==> config.mk <==
export PLATFORM = sky130hd
export DESIGN_NAME = rom_rd_seq
export DESIGN_NICKNAME = d
export VERILOG_FILES = /design/src/rtl/rom_rd_pkg.sv /design/src/rtl/rom_rd_phase.sv /design/src/rtl/rom_rd_strobe.sv /design/src/rtl/rom_rd_capture.sv /design/src/rtl/rom_rd_seq.sv
export SDC_FILE = /design/constraint.sdc
export NUM_CORES = 1
export LEC_CHECK = 0
export ABC_AREA = 1
export BUFFER_PORTS_ARGS = -buffer_cell sky130_fd_sc_hd__buf_2
export CORE_ASPECT_RATIO = 1.1
export CORE_UTILIZATION = 49
export CTS_BUF_LIST = sky130_fd_sc_hd__clkbuf_8
export DETAILED_ROUTE_END_ITERATION = 7
export PLACE_DENSITY_LB_ADDON = 0.2
export SYNTH_ARGS = -nofsm -noshare
export SYNTH_HDL_FRONTEND = slang
export SYNTH_HIERARCHICAL = 1
export SYNTH_SLANG_ARGS = --single-unit
==> constraint.sdc <==
create_clock -name clk_i -period 1.62 [get_ports clk_i]
set_input_delay 0.243 -clock clk_i [delete_from_list [all_inputs] [get_ports clk_i]]
set_output_delay 0.243 -clock clk_i [all_outputs]
set_load 0.01 [all_outputs]
==> src/rtl/rom_rd_pkg.sv <==
package rom_rd_pkg;
  typedef enum logic [1:0] {PH_IDLE, PH_ACCESS, PH_FLOAT} rd_phase_e;

  function automatic int unsigned grade_acc_ns(input int unsigned g);
    case (g)
      0: return 120;
      1: return 150;
      2: return 170;
      3: return 200;
      default: return 250;
    endcase
  endfunction

  function automatic int unsigned grade_oe_ns(input int unsigned g);
    case (g)
      0: return 65;
      1, 2: return 70;
      3: return 75;
      default: return 100;
    endcase
  endfunction

  function automatic int unsigned grade_off_ns(input int unsigned g);
    case (g)
      0, 1, 2: return 50;
      3: return 55;
      default: return 60;
    endcase
  endfunction

  function automatic int unsigned ns_to_cyc(input int unsigned ns, input int unsigned per);
    int unsigned c;
    c = (ns + per - 1) / per;
    return (c == 0) ? 1 : c;
  endfunction

  function automatic int unsigned max_u(input int unsigned a, input int unsigned b);
    return (a > b) ? a : b;
  endfunction
endpackage

==> src/rtl/rom_rd_phase.sv <==
module rom_rd_phase
  import rom_rd_pkg::*;
#(
  parameter int unsigned ACC_TOTAL = 6,
  parameter int unsigned OFF_CYC   = 3,
  parameter int unsigned OE_LAG    = 2,
  parameter int unsigned CNT_W     = 4
) (
  input  logic clk_i,
  input  logic rst_ni,
  input  logic req_i,
  output logic busy_o,
  output logic start_o,
  output logic sample_o,
  output logic oe_go_o
);
  localparam logic [CNT_W-1:0] ACC_LAST = CNT_W'(ACC_TOTAL - 1);
  localparam logic [CNT_W-1:0] OFF_LAST = CNT_W'(OFF_CYC - 1);
  localparam logic [CNT_W-1:0] OE_AT    = CNT_W'((OE_LAG == 0) ? 0 : OE_LAG - 1);

  rd_phase_e        phase_q, phase_d;
  logic [CNT_W-1:0] cnt_q, cnt_d;
  logic             float_done;

  assign start_o    = (phase_q == PH_IDLE) && req_i;
  assign sample_o   = (phase_q == PH_ACCESS) && (cnt_q == ACC_LAST);
  assign oe_go_o    = (OE_LAG != 0) && (phase_q == PH_ACCESS) && (cnt_q == OE_AT);
  assign float_done = (phase_q == PH_FLOAT) && (cnt_q == OFF_LAST);
  assign busy_o     = (phase_q != PH_IDLE);

  always_comb begin
    phase_d = phase_q;
    cnt_d   = cnt_q + 1'b1;
    unique case (phase_q)
      PH_IDLE: begin
        cnt_d = '0;
        if (start_o) phase_d = PH_ACCESS;
      end
      PH_ACCESS: if (sample_o) begin
        phase_d = PH_FLOAT;
        cnt_d   = '0;
      end
      PH_FLOAT: if (float_done) begin
        phase_d = PH_IDLE;
        cnt_d   = '0;
      end
      default: begin
        phase_d = PH_IDLE;
        cnt_d   = '0;
      end
    endcase
  end

  always_ff @(posedge clk_i or negedge rst_ni) begin
    if (!rst_ni) begin
      phase_q <= PH_IDLE;
      cnt_q   <= '0;
    end else begin
      phase_q <= phase_d;
      cnt_q   <= cnt_d;
    end
  end

  AST_ACCESS_SPAN: assert property (@(posedge clk_i) disable iff (!rst_ni)
    (phase_q == PH_ACCESS && cnt_q != ACC_LAST) |=> (phase_q == PH_ACCESS));
  AST_FLOAT_SPAN: assert property (@(posedge clk_i) disable iff (!rst_ni)
    (phase_q == PH_FLOAT && cnt_q != OFF_LAST) |=> (phase_q == PH_FLOAT));
  AST_FLOAT_AFTER_ACCESS: assert property (@(posedge clk_i) disable iff (!rst_ni)
    (phase_q == PH_ACCESS) |=> (phase_q != PH_IDLE));
endmodule

==> src/rtl/rom_rd_strobe.sv <==
module rom_rd_strobe #(
  parameter int unsigned OE_LAG = 2
) (
  input  logic clk_i,
  input  logic rst_ni,
  input  logic start_i,
  input  logic oe_go_i,
  input  logic sample_i,
  output logic ce_n_o,
  output logic oe_n_o
);
  logic oe_fall;

  generate
    if (OE_LAG == 0) begin : g_oe_with_ce
      assign oe_fall = start_i;
    end else begin : g_oe_late
      assign oe_fall = oe_go_i;
    end
  endgenerate

  always_ff @(posedge clk_i or negedge rst_ni) begin
    if (!rst_ni) begin
      ce_n_o <= 1'b1;
      oe_n_o <= 1'b1;
    end else begin
      if (sample_i) begin
        ce_n_o <= 1'b1;
        oe_n_o <= 1'b1;
      end else begin
        if (start_i) ce_n_o <= 1'b0;
        if (oe_fall) oe_n_o <= 1'b0;
      end
    end
  end

  AST_OE_INSIDE_CE: assert property (@(posedge clk_i) disable iff (!rst_ni)
    !oe_n_o |-> !ce_n_o);
  AST_RISE_TOGETHER: assert property (@(posedge clk_i) disable iff (!rst_ni)
    $rose(ce_n_o) |-> (oe_n_o && !$past(oe_n_o)));
endmodule

==> src/rtl/rom_rd_capture.sv <==
module rom_rd_capture #(
  parameter int unsigned ADDR_W = 13,
  parameter int unsigned DATA_W = 8
) (
  input  logic              clk_i,
  input  logic              rst_ni,
  input  logic              start_i,
  input  logic              sample_i,
  input  logic              ce_n_i,
  input  logic [ADDR_W-1:0] addr_i,
  input  logic [DATA_W-1:0] mem_data_i,
  output logic [ADDR_W-1:0] mem_addr_o,
  output logic [DATA_W-1:0] rdata_o,
  output logic              valid_o
);
  always_ff @(posedge clk_i or negedge rst_ni) begin
    if (!rst_ni) begin
      mem_addr_o <= '0;
      rdata_o    <= '0;
      valid_o    <= 1'b0;
    end else begin
      if (start_i)  mem_addr_o <= addr_i;
      if (sample_i) rdata_o    <= mem_data_i;
      valid_o <= sample_i;
    end
  end

  AST_ADDR_HELD: assert property (@(posedge clk_i) disable iff (!rst_ni)
    (!ce_n_i && $past(!ce_n_i)) |-> $stable(mem_addr_o));
  AST_VALID_PULSE: assert property (@(posedge clk_i) disable iff (!rst_ni)
    valid_o |=> !valid_o);
  AST_RDATA_HOLD: assert property (@(posedge clk_i) disable iff (!rst_ni)
    !valid_o |-> $stable(rdata_o));
endmodule

==> src/rtl/rom_rd_seq.sv <==
module rom_rd_seq
  import rom_rd_pkg::*;
#(
  parameter int unsigned ADDR_W = 13,
  parameter int unsigned DATA_W = 8,
  parameter int unsigned CLK_NS = 20,
  parameter int unsigned GRADE  = 0,
  parameter int unsigned OE_LAG = 2
) (
  input  logic              clk_i,
  input  logic              rst_ni,
  input  logic              req_i,
  input  logic [ADDR_W-1:0] addr_i,
  output logic              busy_o,
  output logic              valid_o,
  output logic [DATA_W-1:0] rdata_o,
  output logic [ADDR_W-1:0] mem_addr_o,
  output logic              mem_ce_n_o,
  output logic              mem_oe_n_o,
  input  logic [DATA_W-1:0] mem_data_i
);
  localparam int unsigned ACC_CYC   = ns_to_cyc(grade_acc_ns(GRADE), CLK_NS);
  localparam int unsigned OE_CYC    = ns_to_cyc(grade_oe_ns(GRADE), CLK_NS);
  localparam int unsigned OFF_CYC   = ns_to_cyc(grade_off_ns(GRADE), CLK_NS);
  localparam int unsigned ACC_TOTAL = max_u(ACC_CYC, OE_LAG + OE_CYC);
  localparam int unsigned CNT_W     = $clog2(max_u(ACC_TOTAL, OFF_CYC) + 1);

  logic start, sample, oe_go;

  rom_rd_phase #(
    .ACC_TOTAL(ACC_TOTAL), .OFF_CYC(OFF_CYC), .OE_LAG(OE_LAG), .CNT_W(CNT_W)
  ) u_phase (
    .clk_i, .rst_ni, .req_i,
    .busy_o, .start_o(start), .sample_o(sample), .oe_go_o(oe_go)
  );

  rom_rd_strobe #(.OE_LAG(OE_LAG)) u_strobe (
    .clk_i, .rst_ni,
    .start_i(start), .oe_go_i(oe_go), .sample_i(sample),
    .ce_n_o(mem_ce_n_o), .oe_n_o(mem_oe_n_o)
  );

  rom_rd_capture #(.ADDR_W(ADDR_W), .DATA_W(DATA_W)) u_capture (
    .clk_i, .rst_ni,
    .start_i(start), .sample_i(sample), .ce_n_i(mem_ce_n_o),
    .addr_i, .mem_data_i, .mem_addr_o, .rdata_o, .valid_o
  );

  AST_NO_START_WHILE_BUSY: assert property (@(posedge clk_i) disable iff (!rst_ni)
    $fell(mem_ce_n_o) |-> !$past(busy_o));
  AST_VALID_AT_RISE: assert property (@(posedge clk_i) disable iff (!rst_ni)
    $rose(mem_ce_n_o) |-> (valid_o && busy_o));
endmodule

Yosys cells after proc, flatten, opt, wreduce, memory -nomap -nowiden:

Index checks and enable logic that the tools add are counted.

* add/subtract/negate cells: 1
* equal/unequal tests: 8
* muxes and demuxes: 11
* reduce and logical (&&, ||, !) cells: 9

Operators by type and width (count)
* 2-bit 2-to-1 mux: 3
* 3-bit 2-to-1 mux: 2
* 2-bit case mux with 3 select lines: 1
* 3-bit case mux with 2 select lines: 1
* 2-bit nonzero test: 3
* 1-bit logical AND: 4
* 1-bit 2-to-1 mux: 4
* 2-bit by 1-bit != test with 1-bit output, second input constant: 2
* 3-bit by 1-bit adder with 3-bit output, second input constant: 1
* 3-bit by 1-bit == test with 1-bit output, second input constant: 1
* 3-bit by 2-bit == test with 1-bit output, second input constant: 1
* 3-bit == test, second input constant: 1
* 3-bit AND reduction: 1
* 2-bit by 1-bit == test with 1-bit output, second input constant: 1
* 2-bit == test, second input constant: 1
* 2-bit zero test: 1
* 2-bit != test, second input constant: 1

* bits in registers: 29
* word-level logic and storage cells: 36

Depth between registers and ports, before layout:

Gate-level depths: netlist (run 1).

* depth after elaboration: 4
* gate-level depth with buffers: 8
* gate-level depth less buffers: 7

Hierarchy:

The synthesis (run 1) kept the hierarchy.

Modules (own cells, without submodules)
* rom_rd_capture: instances 1, cells an instance 90, area an instance 824.5 um2
* rom_rd_phase: instances 1, cells an instance 43, area an instance 350.3 um2
* rom_rd_strobe: instances 1, cells an instance 9, area an instance 78.8 um2

Worst setup path before layout (run 1):

Ideal clock, no wire load.

* path type: register to register
* start point: register u_phase.phase_q[1]
* end point: register u_capture.rdata_o[0]
* library setup time: 0.117 ns
* arrival: 1.224 ns
* setup slack: 0.280 ns
* stages on the path, launching flop included: 9
* cells stage by stage: dfrtp_1 -> inv_1 -> ha_1 -> inv_1 -> nor2_1 -> buf_6 -> inv_1 -> nand2_1 -> nand2_1

* word-level cells in the longest chain between the ends: 2

RTL lines
* start, declared: line rom_rd_phase.sv:21 `rd_phase_e phase_q, phase_d;`
* start signal, assigned: line rom_rd_phase.sv:59 `phase_q <= phase_d;`
* 2-bit by 1-bit == test with 1-bit output: line rom_rd_phase.sv:26 `assign sample_o = (phase_q == PH_ACCESS) && (cnt_q == ACC_LAST);`
* 1-bit logical AND: line rom_rd_phase.sv:26
* net sample: line rom_rd_seq.sv:28 `logic start, sample, oe_go;`
* end signal, assigned: line rom_rd_capture.sv:23 `if (sample_i) rdata_o <= mem_data_i;`
* end, declared: line rom_rd_capture.sv:13 `output logic [DATA_W-1:0] rdata_o,`

The timed path passes the listed nets, and every way through them passes these cells.
A chain may end at the register's enable or synchronous reset.

Worst setup path in the final report (run 1):

* start point: register u_phase.phase_q[0]
* end point: output busy_o

* word-level cells in the longest chain between the ends: 1

RTL lines
* 2-bit nonzero test: line rom_rd_phase.sv:29 `assign busy_o = (phase_q != PH_IDLE);`
* end, declared: line rom_rd_seq.sv:14 `output logic busy_o,`

Every way passes these cells.

==> run metrics, run 1 <==
crit-path most repeated cell=inv_1; Netlist cell types=13; row cnt=18; worst skew pair latency=0.28 ns; initial antenna violation count=0; postcts setup bufs=0; routed wl met2=1220 microns; slowest stage delay, CP=0.40 ns; Worst setup SP type=flip-flop; max capacitance violation total=0; status=complete, no violations; Area Growth Syn to Fin=31.0%; RSZ-0062 raised after global routing=false; Ant. Diodes=0; Num Clock Sinks=29; H-tree depth=2; post-route cell area=1640 sq um; Worst R2R End=u_capture/rdata_o[6]; PwrDens=1590 nW/um^2; Residual DRC=0; synthesized area per cell=8.83 sq um; Die Span X=50.2 microns; WL final=2550 microns; drt wl/cell=11.2 microns; hold depth=3; Die H=55.1 microns; Vias/cell=4.71; CP bufs+invs=3; setup_tns=0 ns; Area after DPL=1520 sq um; Syn Nets=173; Clock Path Buffers=2; Hold Vio Cnt, Final=0; Crit-path slowest cell=dfrtp_1; RePlAce Congestion=0.702; synthesized flop and latch total=29; final clock skew=0.00442 ns; Worst EP arrival=1.16 ns; DRT met1 WL=1070 microns; final core occ=0.701; Max Transition Viols Final=0; synth warn=6; Slew headroom=0.580; final setup vio count=0; Tcrit/Tclk final=0.868; critical path class=reg2out; Hold Crit Class=in2reg; reg2reg setup slack=0.25 ns; die area=2770 sq um; clk root buf=clkbuf_8; CTS buffer count=5; vias in the first global route=935; Initial Util=0.535; Crit Path Max Fanout=3; CP required=1.38 ns; VDD IR-drop max=0.00123 V; Cell Chain, Critical Path=inv_1, ha_1, inv_1, buf_2; endpoint class of the critical path=primary output; post-synthesis sequential area ratio=0.581; post-cts gate resize count=0; DR pass1 iterations=4; max layer used=met4; mapped cell area=1250 sq um; antenna-violating nets left=0; share of cells above drive strength 1=0.323; global route total overflow=0; HPWL Detailed=1850 microns; IO buf count=48; r2r worst-path depth=7; hold worst-path end=u_capture/rdata_o[1]; DRT iter0 DRCs=18; Worst Setup SP=u_phase/phase_q[0]; core area=2340 sq um; Largest delay share family, worst path=flip-flops; Max Freq=0.711 GHz; hold_sp=mem_data_i[1]; CTS Hold Bufs=1; RR Startpoint=u_phase/phase_q[1]; largest net degree at the start of global routing=30; Vias=1073; met3 routed WL=210 microns; global-route usage over all layers=0.203; TritonCTS clock tree=done; Lkg Pwr=0.000928 uW; clock transition at the registers of the reported paths=0.06 ns; worst-margin pin slew=0.630 ns; Tmin final=1.41 ns; Syn Inst Count=142; Final #Nets=228; first-pass GRT wire length=3860 microns; Ports=49
## layout make-up
type	instances	area, sq um
Clock inverter	2	33.8
Clock buffer	6	82.6
Tap cell	30	37.5
Fill cell	185	699
Sequential cell	29	728
Inverter	14	52.6
Timing Repair Buffer	51	265
Multi-Input combinational cell	96	443
## worst max path at each step
stage	to	depth (start not counted)
2_1_floorplan	u_capture/rdata_o[0]	8
3_3_place_gp	u_capture/rdata_o[4]	7
3_5_place_dp	u_capture/rdata_o[3]	7
4_1_cts	busy_o	4
5_1_grt	u_capture/rdata_o[3]	7
6_report	busy_o	4
## cell families (layout without fill, tap and decap cells)
group / count (synthesis) / in the layout / synth area share
and+or+nand+nor: 88 / 88 / 0.276
buffers and inverters: 17 / 73 / 0.0659
adders and majority gates: 7 / 7 / 0.0699
DFF: 29 / 29 / 0.581
xor gates and xnor gates: 1 / 1 / 0.00699
## sequential cells by signal, summed over array words and instances, names as in the netlist
name	flops
u_phase/phase_q	2
u_phase/cnt_q	3
u_strobe/oe_n_o	1
u_capture/mem_addr_o	13
u_strobe/ce_n_o	1
u_capture/valid_o	1
u_capture/rdata_o	8
## where the power goes
group,switching [uW],internal [uW],total (uW)
Sequential,103,922,1020
Combinational,511,330,841
Clock,258,494,752
## cell usage after synthesis
cell type,count,share of area
nand2_1,76,0.23
dfrtp_1,27,0.54
inv_1,13,0.039
ha_1,7,0.070
nor2_1,5,0.015
nand2_2,4,0.020
buf_6,2,0.018
dfstp_2,2,0.042
nand4_1,2,0.010
buf_4,1,0.0060
inv_2,1,0.0030
nand3_1,1,0.0040
xnor2_1,1,0.0070
## through the flow
step | hold slack, ns | power, uW | instances | setup WS, ns
finish | 0.162 | 2620 | 228 | 0.214
global route | 0.156 | 2790 | 228 | 0.127
CTS | 0.153 | 2650 | 228 | 0.195
detailed placement | 0.294 | 1880 | 219 | 0.262
global placement | 0.288 | 1830 | 219 | 0.331
floorplan | -0.0526 | 1580 | 142 | 0.280
## layout by cell type (no fill, tap or decap)
cell / n
xnor2_1: 1
nand3_1: 1
bufinv_16: 1
nand4_1: 2
inv_1: 14
ha_1: 7
buf_2: 48
nand2_2: 4
nor2_1: 5
inv_2: 1
dfstp_2: 2
nand2_1: 76
buf_4: 2
dfrtp_1: 27
clkbuf_8: 6
dlygate4sd3_1: 1
## worst register-to-register path, delay by kind of cell (launching register included)
| kind | cells | cell delay [ns] |
|---|---|---|
| DFF | 1 | 0.39 |
| and+or+nand+nor | 3 | 0.31 |
| buffers and inverters | 3 | 0.32 |
| adders and majority gates | 1 | 0.24 |
## per-layer routing
layer | track usage | vias up
met5 | 0 | -
met4 | 0.129 | 0
met3 | 0.0792 | 8
met2 | 0.351 | 52
met1 | 0.209 | 481
li1 | - | 532
Note: power is estimated with default switching activity, not from simulation.
==> inputs of run 2 (changes only) <==
- ABC_AREA: 1 -> not set
- CORE_ASPECT_RATIO: 1.1 -> 1.2
- CORE_UTILIZATION: 49 -> 50
==> run 2 against run 1 <==
Against the previous run:
- largest power group unchanged
- core utilization up 1.5 points
- final cell count down 25%
- combinational power up 24%
- critical path depth unchanged
- first-iteration DRC count down 94%
- sequential share of layout area down 1.1 points
- register-to-register slack worse by 0.13 ns
- global-route usage down 1.3 points
- critical path type is now reg2reg
- die area down 0.69%
- area after synthesis up 1.3%
- non-clock buffer count down 1
- critical endpoint is now u_capture/rdata_o[3]
- total power up 8.8%
==> run metrics, run 2 <==
CTS buffer count=5; FFs w/ async S/R, synth=1.00; status=complete, no violations; dpl cells=162; count leader, synth=dfrtp_1; synthesized area per cell=15.1 sq um; antenna-violating nets left=0; HPWL Detailed=1590 microns; clock transition at the registers of the reported paths=0.06 ns; ranking of synthesized cells by area=dfrtp_1 (53%), mux2_4 (12%), mux2_2 (9.8%); VDD IR-drop max=0.00156 V; RePlAce Congestion=0.700; most common cell after layout, fill and taps aside=buf_2; share of cells above drive strength 1=0.600; Netlist cell types=20; Area Growth Syn to Fin=32.7%; CP required=1.78 ns; Post-synth EDFFs=0; largest net degree at the start of global routing=30; Tcrit/Tclk final=0.927; sequential share of power=0.369; met1 usage=0.205; Die H=57.2 microns; core area=2350 sq um; Syn Inst Count=84; most frequent cells in the layout=buf_2 (48), dfrtp_1 (27), mux2_2 (11); synth warn=6; Worst EP arrival=1.66 ns; DR pass1 iterations=3; P_sw=853 uW; worst slack at placement=0.0200 ns; Die Span X=48.0 microns; Hold Crit Class=in2reg; PwrDens=1690 nW/um^2; Vias=824; post-route setup slack=0.118 ns; WL final=2230 microns; Largest register FFs=13; DRT iter0 DRCs=1; combinational fraction of design power=0.366; Residual DRC=0; sw frac=0.299; RSZ-0062 raised after global routing=false; Hold Vio Cnt, Final=0; first-pass GRT wire length=3490 microns; row cnt=19; Top Registers=u_capture/mem_addr_o (13), u_capture/rdata_o (8), u_phase/cnt_q (3); worst-margin pin slew=0.609 ns; Initial Util=0.540; Biggest register=u_capture/mem_addr_o; Slew headroom=0.594; Crit Path Max Fanout=11; TritonCTS clock tree=done; Max Freq=0.666 GHz; met2 Track Usage GR=0.301; mapped cell area=1270 sq um; setup_tns=0 ns; worst skew pair latency=0.28 ns; Synth area leader=dfrtp_1; multi-input logic area=505 sq um; Vias/cell=4.82; global route total overflow=0; Final #Nets=170; Num Clock Sinks=29; Ant. Diodes=0; final setup vio count=0; register area=728 sq um; synth cell count leaders=dfrtp_1 (27), mux2_2 (11), mux2_4 (10); clock network fraction of total power=0.265; global-route usage over all layers=0.190; clk root buf=clkbuf_8; prevailing post-synth register cell=dfrtp_1; non-filler instance count after layout=171; Fill cells=176; H-tree depth=2; Tmin final=1.50 ns; max capacitance violation total=0; endpoint class of the critical path=flip-flop; Lkg Pwr=0.000908 uW; global routing's busiest layer=met2; vias in the first global route=790; initial antenna violation count=0; Clock Path Buffers=2; drt wl/cell=13.1 microns; post-synth top area share=0.532; post-synthesis sequential area ratio=0.573; final clock skew=0.00414 ns; Worst setup SP type=flip-flop; Syn Nets=115; IO buf count=48; postcts setup bufs=0; P_int=2000 uW; die area=2750 sq um; Ports=49; synthesized flop and latch total=29; Max Transition Viols Final=0; met3 Use GR=0.0949; critical path class=reg2reg
[run 2: cell types whose count changed after synthesis, sizes merged, moves of 2 or more]
cell,delta
nor2,-3
nand2,-78
mux2,+23
nor3,+3
nand4,-2
a21o,+2
inv,-7
[run 2: layout make-up]
cell class / instances / area share
sequential: 29 / 0.432
multi-input combinational: 46 / 0.300
timing repair buffer: 50 / 0.160
clock buffer: 6 / 0.0490
tap: 31 / 0.0230
clock inverter: 2 / 0.0200
inverter: 7 / 0.0156
[run 2: worst max-delay path, stage by stage, from the launching register on]
cell and delay (ns):
dfrtp_1 0.40, inv_1 0.11, ha_2 0.24, and3_4 0.29
mux2_2 0.35
[run 2: path summary, 6_finish.rpt]
check                                      from                  endpoint  slack, ns  cells past startpoint
hold / removal                       addr_i[12]  u_capture/mem_addr_o[12]       0.19                      2
setup reg to reg             u_phase/phase_q[1]      u_capture/rdata_o[3]       0.12                      4
setup / recovery             u_phase/phase_q[1]      u_capture/rdata_o[3]       0.12                      4
max in group asynchronous                rst_ni      u_capture/rdata_o[3]       0.72                      2
hold reg to reg            u_capture/rdata_o[1]      u_capture/rdata_o[1]       0.50                      1
min in group asynchronous                rst_ni   u_capture/mem_addr_o[1]       0.51                      2
[run 2: what timing repair did]
| action | CTS | global route |
|---|---|---|
| setup endpoints to repair | 0 | 8 |
| hold endpoints to repair | 27 | 0 |
| hold buffers | 1 | 0 |
| gates resized for setup | 0 | 2 |
[run 2: through the flow]
stage               power (uW)   util  hold WS (ns)  area (sq um)
floorplan                 1750      -       -0.0526          1270
global placement          2060  0.660         0.286          1550
detailed placement        2110  0.660         0.291          1550
CTS                       2880  0.713         0.185          1680
global route              3040  0.716         0.182          1690
finish                    2850  0.716         0.195          1690
[run 2: per-layer routing]
layer	routed length (microns)	part of all wire
met5	0	0
met4	48	0.021
met3	156	0.070
met2	1150	0.52
met1	878	0.39
[run 2: logic make-up after synthesis]
family / count (synthesis) / share of synthesized area
DFF: 29 / 0.573
muxes: 23 / 0.233
and+or+nand+nor: 10 / 0.0453
buffers and inverters: 9 / 0.0335
adders and majority gates: 7 / 0.0690
AOI/OAI and AO/OA: 5 / 0.0384
xor gates and xnor gates: 1 / 0.00690
[run 2: power by group through the flow]
stage               Clock (uW)  Combinational (uW)  Sequential, uW
floorplan                    0                 609            1140
global placement             0                1010            1050
detailed placement           0                1040            1070
CTS                        776                1050            1060
global route               805                1150            1090
finish                     755                1040            1050
